==> src/rtl/bseq_pkg.sv <==
package bseq_pkg;

    localparam int BEAT_W = 5;

    typedef enum logic [1:0] {
        TR_IDLE   = 2'b00,
        TR_BUSY   = 2'b01,
        TR_NONSEQ = 2'b10,
        TR_SEQ    = 2'b11
    } trans_t;

    typedef enum logic [1:0] {
        ST_IDLE,
        ST_XFER,
        ST_PAUSE
    } seq_state_t;

    localparam logic [2:0] BC_SINGLE = 3'b000;
    localparam logic [2:0] BC_OPEN   = 3'b001;

    // Beat count of a burst code; zero means open-ended.
    function automatic logic [BEAT_W-1:0] burst_beats(input logic [2:0] code);
        logic [BEAT_W-1:0] n;
        unique case (code[2:1])
            2'b00:   n = code[0] ? BEAT_W'(0) : BEAT_W'(1);
            2'b01:   n = BEAT_W'(4);
            2'b10:   n = BEAT_W'(8);
            default: n = BEAT_W'(16);
        endcase
        return n;
    endfunction

endpackage

==> src/rtl/bseq_addr_step.sv <==
module bseq_addr_step #(
    parameter int AW       = 32,
    parameter int BOUND_LG = 10
) (
    input  logic [AW-1:0] cur_addr,
    input  logic [2:0]    size,
    input  logic [2:0]    burst,
    output logic [AW-1:0] nxt_addr,
    output logic          crosses
);
    localparam logic [AW-1:0] ONE = AW'(1);

    logic          is_wrap;
    logic [3:0]    span_lg;
    logic [AW-1:0] step;
    logic [AW-1:0] wmask;
    logic [AW-1:0] lin;

    always_comb begin
        is_wrap  = (burst[2:1] != 2'b00) && !burst[0];
        span_lg  = {1'b0, size} + {2'b00, burst[2:1]} + 4'd1;
        step     = ONE << size;
        wmask    = (ONE << span_lg) - ONE;
        lin      = cur_addr + step;
        nxt_addr = is_wrap ? ((cur_addr & ~wmask) | (lin & wmask)) : lin;
        crosses  = !is_wrap && (nxt_addr[AW-1:BOUND_LG] != cur_addr[AW-1:BOUND_LG]);
    end

endmodule

==> src/rtl/bseq_beat_ctr.sv <==
module bseq_beat_ctr #(
    parameter int CW = 5
) (
    input  logic          clk,
    input  logic          rst_n,
    input  logic          clear,
    input  logic          advance,
    input  logic [CW-1:0] len,
    output logic          last_hit
);
    logic [CW-1:0] cnt;

    always_ff @(posedge clk or negedge rst_n) begin
        if (!rst_n)       cnt <= '0;
        else if (clear)   cnt <= '0;
        else if (advance) cnt <= cnt + CW'(1);
    end

    assign last_hit = (len != '0) && ((cnt + CW'(1)) == len);

endmodule

==> src/rtl/burst_addr_seq.sv <==
module burst_addr_seq
    import bseq_pkg::*;
#(
    parameter int AW       = 32,
    parameter int BOUND_LG = 10
) (
    input  logic          clk,
    input  logic          rst_n,
    input  logic          start,
    input  logic [AW-1:0] start_addr,
    input  logic [2:0]    size_in,
    input  logic [2:0]    burst_in,
    input  logic          write_in,
    input  logic          stop_incr,
    input  logic          local_rdy,
    input  logic          bus_ready,
    output logic [AW-1:0] haddr,
    output logic [1:0]    htrans,
    output logic [2:0]    hburst,
    output logic [2:0]    hsize,
    output logic          hwrite,
    output logic          done
);
    seq_state_t        st, st_nxt;
    logic [BEAT_W-1:0] len;
    logic              pend_ns;
    logic [AW-1:0]     nxt_addr;
    logic              crosses;
    logic              last_hit;
    logic              take;
    logic              acc;
    logic              fin;

    assign take = (st == ST_IDLE) && start;
    assign acc  = (st == ST_XFER) && bus_ready;
    assign fin  = acc && ((len == '0) ? stop_incr : last_hit);

    bseq_addr_step #(.AW(AW), .BOUND_LG(BOUND_LG)) u_step (
        .cur_addr (haddr),
        .size     (hsize),
        .burst    (hburst),
        .nxt_addr (nxt_addr),
        .crosses  (crosses)
    );

    bseq_beat_ctr #(.CW(BEAT_W)) u_ctr (
        .clk      (clk),
        .rst_n    (rst_n),
        .clear    (take),
        .advance  (acc),
        .len      (len),
        .last_hit (last_hit)
    );

    always_comb begin
        st_nxt = st;
        unique case (st)
            ST_IDLE:  if (start) st_nxt = ST_XFER;
            ST_XFER:  if (acc) st_nxt = fin ? ST_IDLE : (local_rdy ? ST_XFER : ST_PAUSE);
            ST_PAUSE: if (bus_ready && local_rdy) st_nxt = ST_XFER;
            default:  st_nxt = ST_IDLE;
        endcase
    end

    always_ff @(posedge clk or negedge rst_n) begin
        if (!rst_n) st <= ST_IDLE;
        else        st <= st_nxt;
    end

    always_ff @(posedge clk or negedge rst_n) begin
        if (!rst_n) begin
            haddr   <= '0;
            htrans  <= TR_IDLE;
            hburst  <= BC_SINGLE;
            hsize   <= '0;
            hwrite  <= 1'b0;
            done    <= 1'b0;
            len     <= '0;
            pend_ns <= 1'b0;
        end else begin
            done <= fin;
            unique case (st)
                ST_IDLE: begin
                    if (start) begin
                        haddr  <= start_addr;
                        htrans <= TR_NONSEQ;
                        hburst <= burst_in;
                        hsize  <= size_in;
                        hwrite <= write_in;
                        len    <= burst_beats(burst_in);
                    end
                end
                ST_XFER: begin
                    if (fin) begin
                        htrans <= TR_IDLE;
                    end else if (acc) begin
                        haddr <= nxt_addr;
                        if (local_rdy) begin
                            htrans <= crosses ? TR_NONSEQ : TR_SEQ;
                            if (crosses) hburst <= BC_OPEN;
                        end else begin
                            htrans  <= TR_BUSY;
                            pend_ns <= crosses;
                        end
                    end
                end
                ST_PAUSE: begin
                    if (bus_ready && local_rdy) begin
                        htrans <= pend_ns ? TR_NONSEQ : TR_SEQ;
                        if (pend_ns) hburst <= BC_OPEN;
                    end
                end
                default: htrans <= TR_IDLE;
            endcase
        end
    end

    // a presented beat or BUSY stalled by the bus keeps every output
    a_r6_hold_on_stall: assert property (@(posedge clk) disable iff (!rst_n)
        (htrans != TR_IDLE && !bus_ready) |=>
            ($stable(haddr) && $stable(htrans) && $stable(hburst) && $stable(hsize)));

    // SEQ only ever follows an active transfer type
    a_r2_seq_after_active: assert property (@(posedge clk) disable iff (!rst_n)
        (htrans == TR_SEQ) |-> ($past(htrans) != TR_IDLE));

    // the completion pulse lasts one cycle
    a_r9_done_single: assert property (@(posedge clk) disable iff (!rst_n)
        done |=> !done);

    // BUSY is never the closing transfer of a burst
    a_r7_busy_not_last: assert property (@(posedge clk) disable iff (!rst_n)
        (htrans == TR_BUSY) |=> (htrans != TR_IDLE));

    // a SEQ beat stays in the 1 KB region of the cycle before
    a_r5_seq_same_region: assert property (@(posedge clk) disable iff (!rst_n)
        (htrans == TR_SEQ) |-> (haddr[AW-1:BOUND_LG] == $past(haddr[AW-1:BOUND_LG])));

    // the cycle of the pulse shows IDLE
    a_r9_done_idle: assert property (@(posedge clk) disable iff (!rst_n)
        done |-> (htrans == TR_IDLE));

endmodule

==> config.mk <==
export PLATFORM = sky130hd
export DESIGN_NAME = burst_addr_seq
export DESIGN_NICKNAME = d
export VERILOG_FILES = /design/src/rtl/bseq_pkg.sv /design/src/rtl/bseq_addr_step.sv /design/src/rtl/bseq_beat_ctr.sv /design/src/rtl/burst_addr_seq.sv
export SDC_FILE = /design/constraint.sdc
export NUM_CORES = 1
export LEC_CHECK = 0
export ABC_CLOCK_PERIOD_IN_PS = 9400
export BUFFER_PORTS_ARGS = -buffer_cell sky130_fd_sc_hd__buf_4
export CAP_MARGIN = 5
export CELL_PAD_IN_SITES_DETAIL_PLACEMENT = 0
export CELL_PAD_IN_SITES_GLOBAL_PLACEMENT = 1
export CORE_ASPECT_RATIO = 0.8
export CORE_MARGIN = 10
export CORE_UTILIZATION = 31
export DETAILED_ROUTE_END_ITERATION = 7
export PLACE_DENSITY = 0.7
export SETUP_SLACK_MARGIN = 0.02
export SLEW_MARGIN = 10
export SYNTH_ARGS = -nofsm -noshare
export SYNTH_HDL_FRONTEND = slang
export SYNTH_SLANG_ARGS = --single-unit
==> constraint.sdc <==
create_clock -name clk -period 9.4 [get_ports clk]
set_input_delay 1.41 -clock clk [delete_from_list [all_inputs] [get_ports clk]]
set_output_delay 1.41 -clock clk [all_outputs]
set_load 0.02 [all_outputs]
==> run_results.csv <==
group,metric,value,unit
clock_tree,cts_max_path_buffers,2,
status,outcome,"finished clean",
floorplan,rows,37,
floorplan,die_h,123,um
sta,hold_viol_final,0,
floorplan,dieArea,0.0183,sq mm
sta,finalCritPeriodShare,46.4,%
synth,synth_edf_count,0,
synth,synthMuxAreaShare,5.37,%
clock_tree,clkLatencyLatePin,0.30,ns
synth,ys_top_cells_by_area,"dfrtp_1, ha_1, a21oi_1",
critical_path,rrSetupSlack,5.04,ns
floorplan,io_pins,87,
cells_and_area,drive_gt1_share,22.9,%
hold_path,min_path_cells,2,
synth,synth-seq-cells,54,
critical_path,crit_arrival,4.53,ns
synth,yosysSeqAreaShare,32.9,%
global_routing,grt_overflow_total,0,
clock_tree,path_clk_slew,0.08,ns
clock_tree,post_cts_resized,0,
cells_and_area,finalNonFillerCells,729,
synth,synth.most_common_cell,"dfrtp_1",
critical_path,critPathLaunchType,"flop",
clock_tree,cts_setup_buffers,0,
floorplan,fp.dieW,149,um
critical_path,cp_slowest_stage_delay,0.51,ns
cells_and_area,syn2layout_area_growth,23.4,%
synth,synth.net_count,549,
hold_path,hold_path.class,"flop to flop",
cells_and_area,seq_area,0.00135,sq mm
critical_path,cp_common_cell,"ha_1",
synth,synthXorXnorAreaFrac,3.84,%
detailed_routing,drt-total-wl,12900,um
critical_path,r2r-start,"hsize[0]",
synth,synthCells,484,
run,cap_violations,0,
sta,finalClockSkew,0.00856,ns
critical_path,worstPathMaxFanout,14,
synth,yosys_warnings,0,
place,io_buffers,86,
detailed_routing,via_count,3903,
sta,rsz0062_at_grt,"no",
synth,ys.flop_type,"dfrtp_1",
critical_path,crit_buf_inv,1,
critical_path,worstPathRequired,9.57,ns
detailed_routing,first_pass_iters,4,
sta,fmax,229,MHz
critical_path,worst_r2r_path_depth,14,
sta,maxSlewViolCount,0,
clock_tree,cts_hold_buffers,0,
detailed_routing,drt_iter0_drc,326,
synth,syn-cell-area,0.00410,sq mm
critical_path,cpLargestDelayFamily,"simple AND/OR/NAND/NOR gates",
synth,async_reset_ff_share,100,%
critical_path,worstSetupEndpointType,"flop",
critical_path,critical-path-slowest-cell,"fa_1",
global_routing,grtUsageTotal,14.1,%
global_routing,grt_pass1_vias,4051,
critical_path,crit_chain,"inv_1, ha_1, fa_1, nor2b_1, or2_2, nand3b_1, ha_1, nand4b_1, or3_1, nand2_1, o2111ai_1, a2111oi_0, o21bai_1, a21oi_1",
sta,setup_violations,0,
floorplan,initial_utilization,31.8,%
sta,setup_ws,5.04,ns
synth,synth_common_cells,"dfrtp_1, nand2_1, a21oi_1",
sta,tightest_slew,0.932,ns
critical_path,path_class,"flop to flop",
place,hpwl,9760,um
cells_and_area,layout.nets,618,
synth,yosys.area_share.simple,20.2,%
synth,synth_cell_types,62,
critical_path,crit_cells,14,
power,powerDensity,394,mW/mm^2
detailed_routing,vias_per_cell,5.35,
global_routing,grt_max_degree,55,
synth,synth_top_area_share,32.9,%
clock_tree,cts_tree,"built",
clock_tree,cts_htree_levels,2,
power,ir_drop,0.134,mV
sta,fin_tns_setup,0,ns
detailed_routing,ant_nets,0,
global_routing,grt_first_pass_wirelength,21200,um
detailed_routing,routedWlPerCell,17.7,um
synth,synth_top_family_by_area,"compound AO/OA/AOI/OAI gates",
cells_and_area,nFillCells,1314,
global_routing,antenna_found_initial,0,
synth,synth_top_area_cell,"dfrtp_1",
clock_tree,numCtsBuffers,5,
synth,synthAdderAreaFrac,6.46,%
clock_tree,cts-root-buf,"clkbuf_16",
cells_and_area,multiInputGateArea,0.00254,sq mm
hold_path,holdPathEnd,"hwrite",
place,placed_cells,721,
power,p_leak,0.00224,uW
hold_path,hp-start,"hwrite",
cells_and_area,antenna_cells,0,
clock_tree,cts_sinks,54,
sta,relSlewSlack,37.7,%
detailed_routing,drc,0,
critical_path,r2r_end,"haddr[30]",
place,gp_congestion,0.849,
place,place_ws,5.10,ns
floorplan,fp.coreArea,0.0129,sq mm
synth,syn_area_per_cell,8.48,sq um
sta,period_needed,4.36,ns
synth,synth-compound-area-share,26.2,%
[routing by layer]
layer	up-vias	global-route usage (%)	wire [um]
met5	-	0	0
met4	0	2.66	89
met3	8	3.50	880
met2	114	21.8	5770
met1	1836	19.6	6170
li1	1945	-	-
[layout make-up]
type | count | share of cell area (%)
Clock inverter | 2 | 1.19
Sequential cell | 54 | 26.7
Clock buffer | 6 | 2.74
Tap cell | 175 | 4.32
Multi-Input combinational cell | 380 | 50.2
Timing Repair Buffer | 88 | 13.0
Inverter | 24 | 1.78
[worst reg2reg max path, cell delays in order (launching register included)]
cell       delay (ns)
dfrtp_1          0.42
inv_1            0.13
ha_1             0.23
fa_1             0.51
nor2b_1          0.20
or2_2            0.35
nand3b_1         0.10
ha_1             0.43
nand4b_1         0.13
or3_1            0.38
nand2_1          0.20
o2111ai_1        0.39
a2111oi_0        0.49
o21bai_1         0.17
a21oi_1          0.08
[cells in the final DEF, fill, tap and decap left out, drive strengths merged, types with 4 or more instances in the layout]
cell type / count
nand2b: 8
o22ai: 24
mux2i: 7
buf: 88
nand2: 49
xnor2: 12
o31ai: 6
and2: 6
and4: 6
nand3: 10
nor2: 22
or2: 5
ha: 18
and3: 6
dfrtp: 54
o41ai: 5
inv: 24
nor4: 5
a21o: 6
nor3: 16
o2111ai: 5
o21ai: 30
xor2: 6
a21oi: 45
mux2: 13
nor2b: 4
clkbuf: 6
a31o: 6
a31oi: 7
nand4: 5
or3: 7
[per-stage QoR]
stage | total power (uW) | util (%) | area [sq um] | hold WS [ns]
final | 2000 | 39.2 | 5060 | 0.483
after global routing | 2180 | 39.2 | 5060 | 0.527
after global placement | 1730 | 37.7 | 4870 | 0.460
after floorplan | 1370 | - | 4100 | 0.480
after CTS | 2010 | 39.2 | 5060 | 0.491
after detailed placement | 1750 | 37.7 | 4870 | 0.474
[kinds of logic (layout without fill, tap and decap cells)]
family | Yosys count | count (layout)
compound gates | 163 | 163
mux | 20 | 20
buf+inv | 50 | 120
fa+ha+maj | 20 | 20
flops | 54 | 54
simple gates | 159 | 159
xor+xnor | 18 | 18
[where the power goes]
part,total (uW),leakage (uW),switching (uW),internal (uW)
sequential,477,0.000677,138,340
clock,252,0.0000971,91.6,160
combinational,1270,0.00147,757,511
[how the worst max path moves through the flow]
stage,startpoint,to,slack [ns]
floorplan,hsize[0],hburst[0],5.66
global placement,hsize[0],haddr[30],5.28
detailed placement,hsize[0],haddr[30],5.10
CTS,hsize[0],haddr[30],5.08
global route,hsize[0],haddr[30],4.65
finish,hsize[0],haddr[30],5.04
No activity file was read; power rests on OpenSTA's default activity.
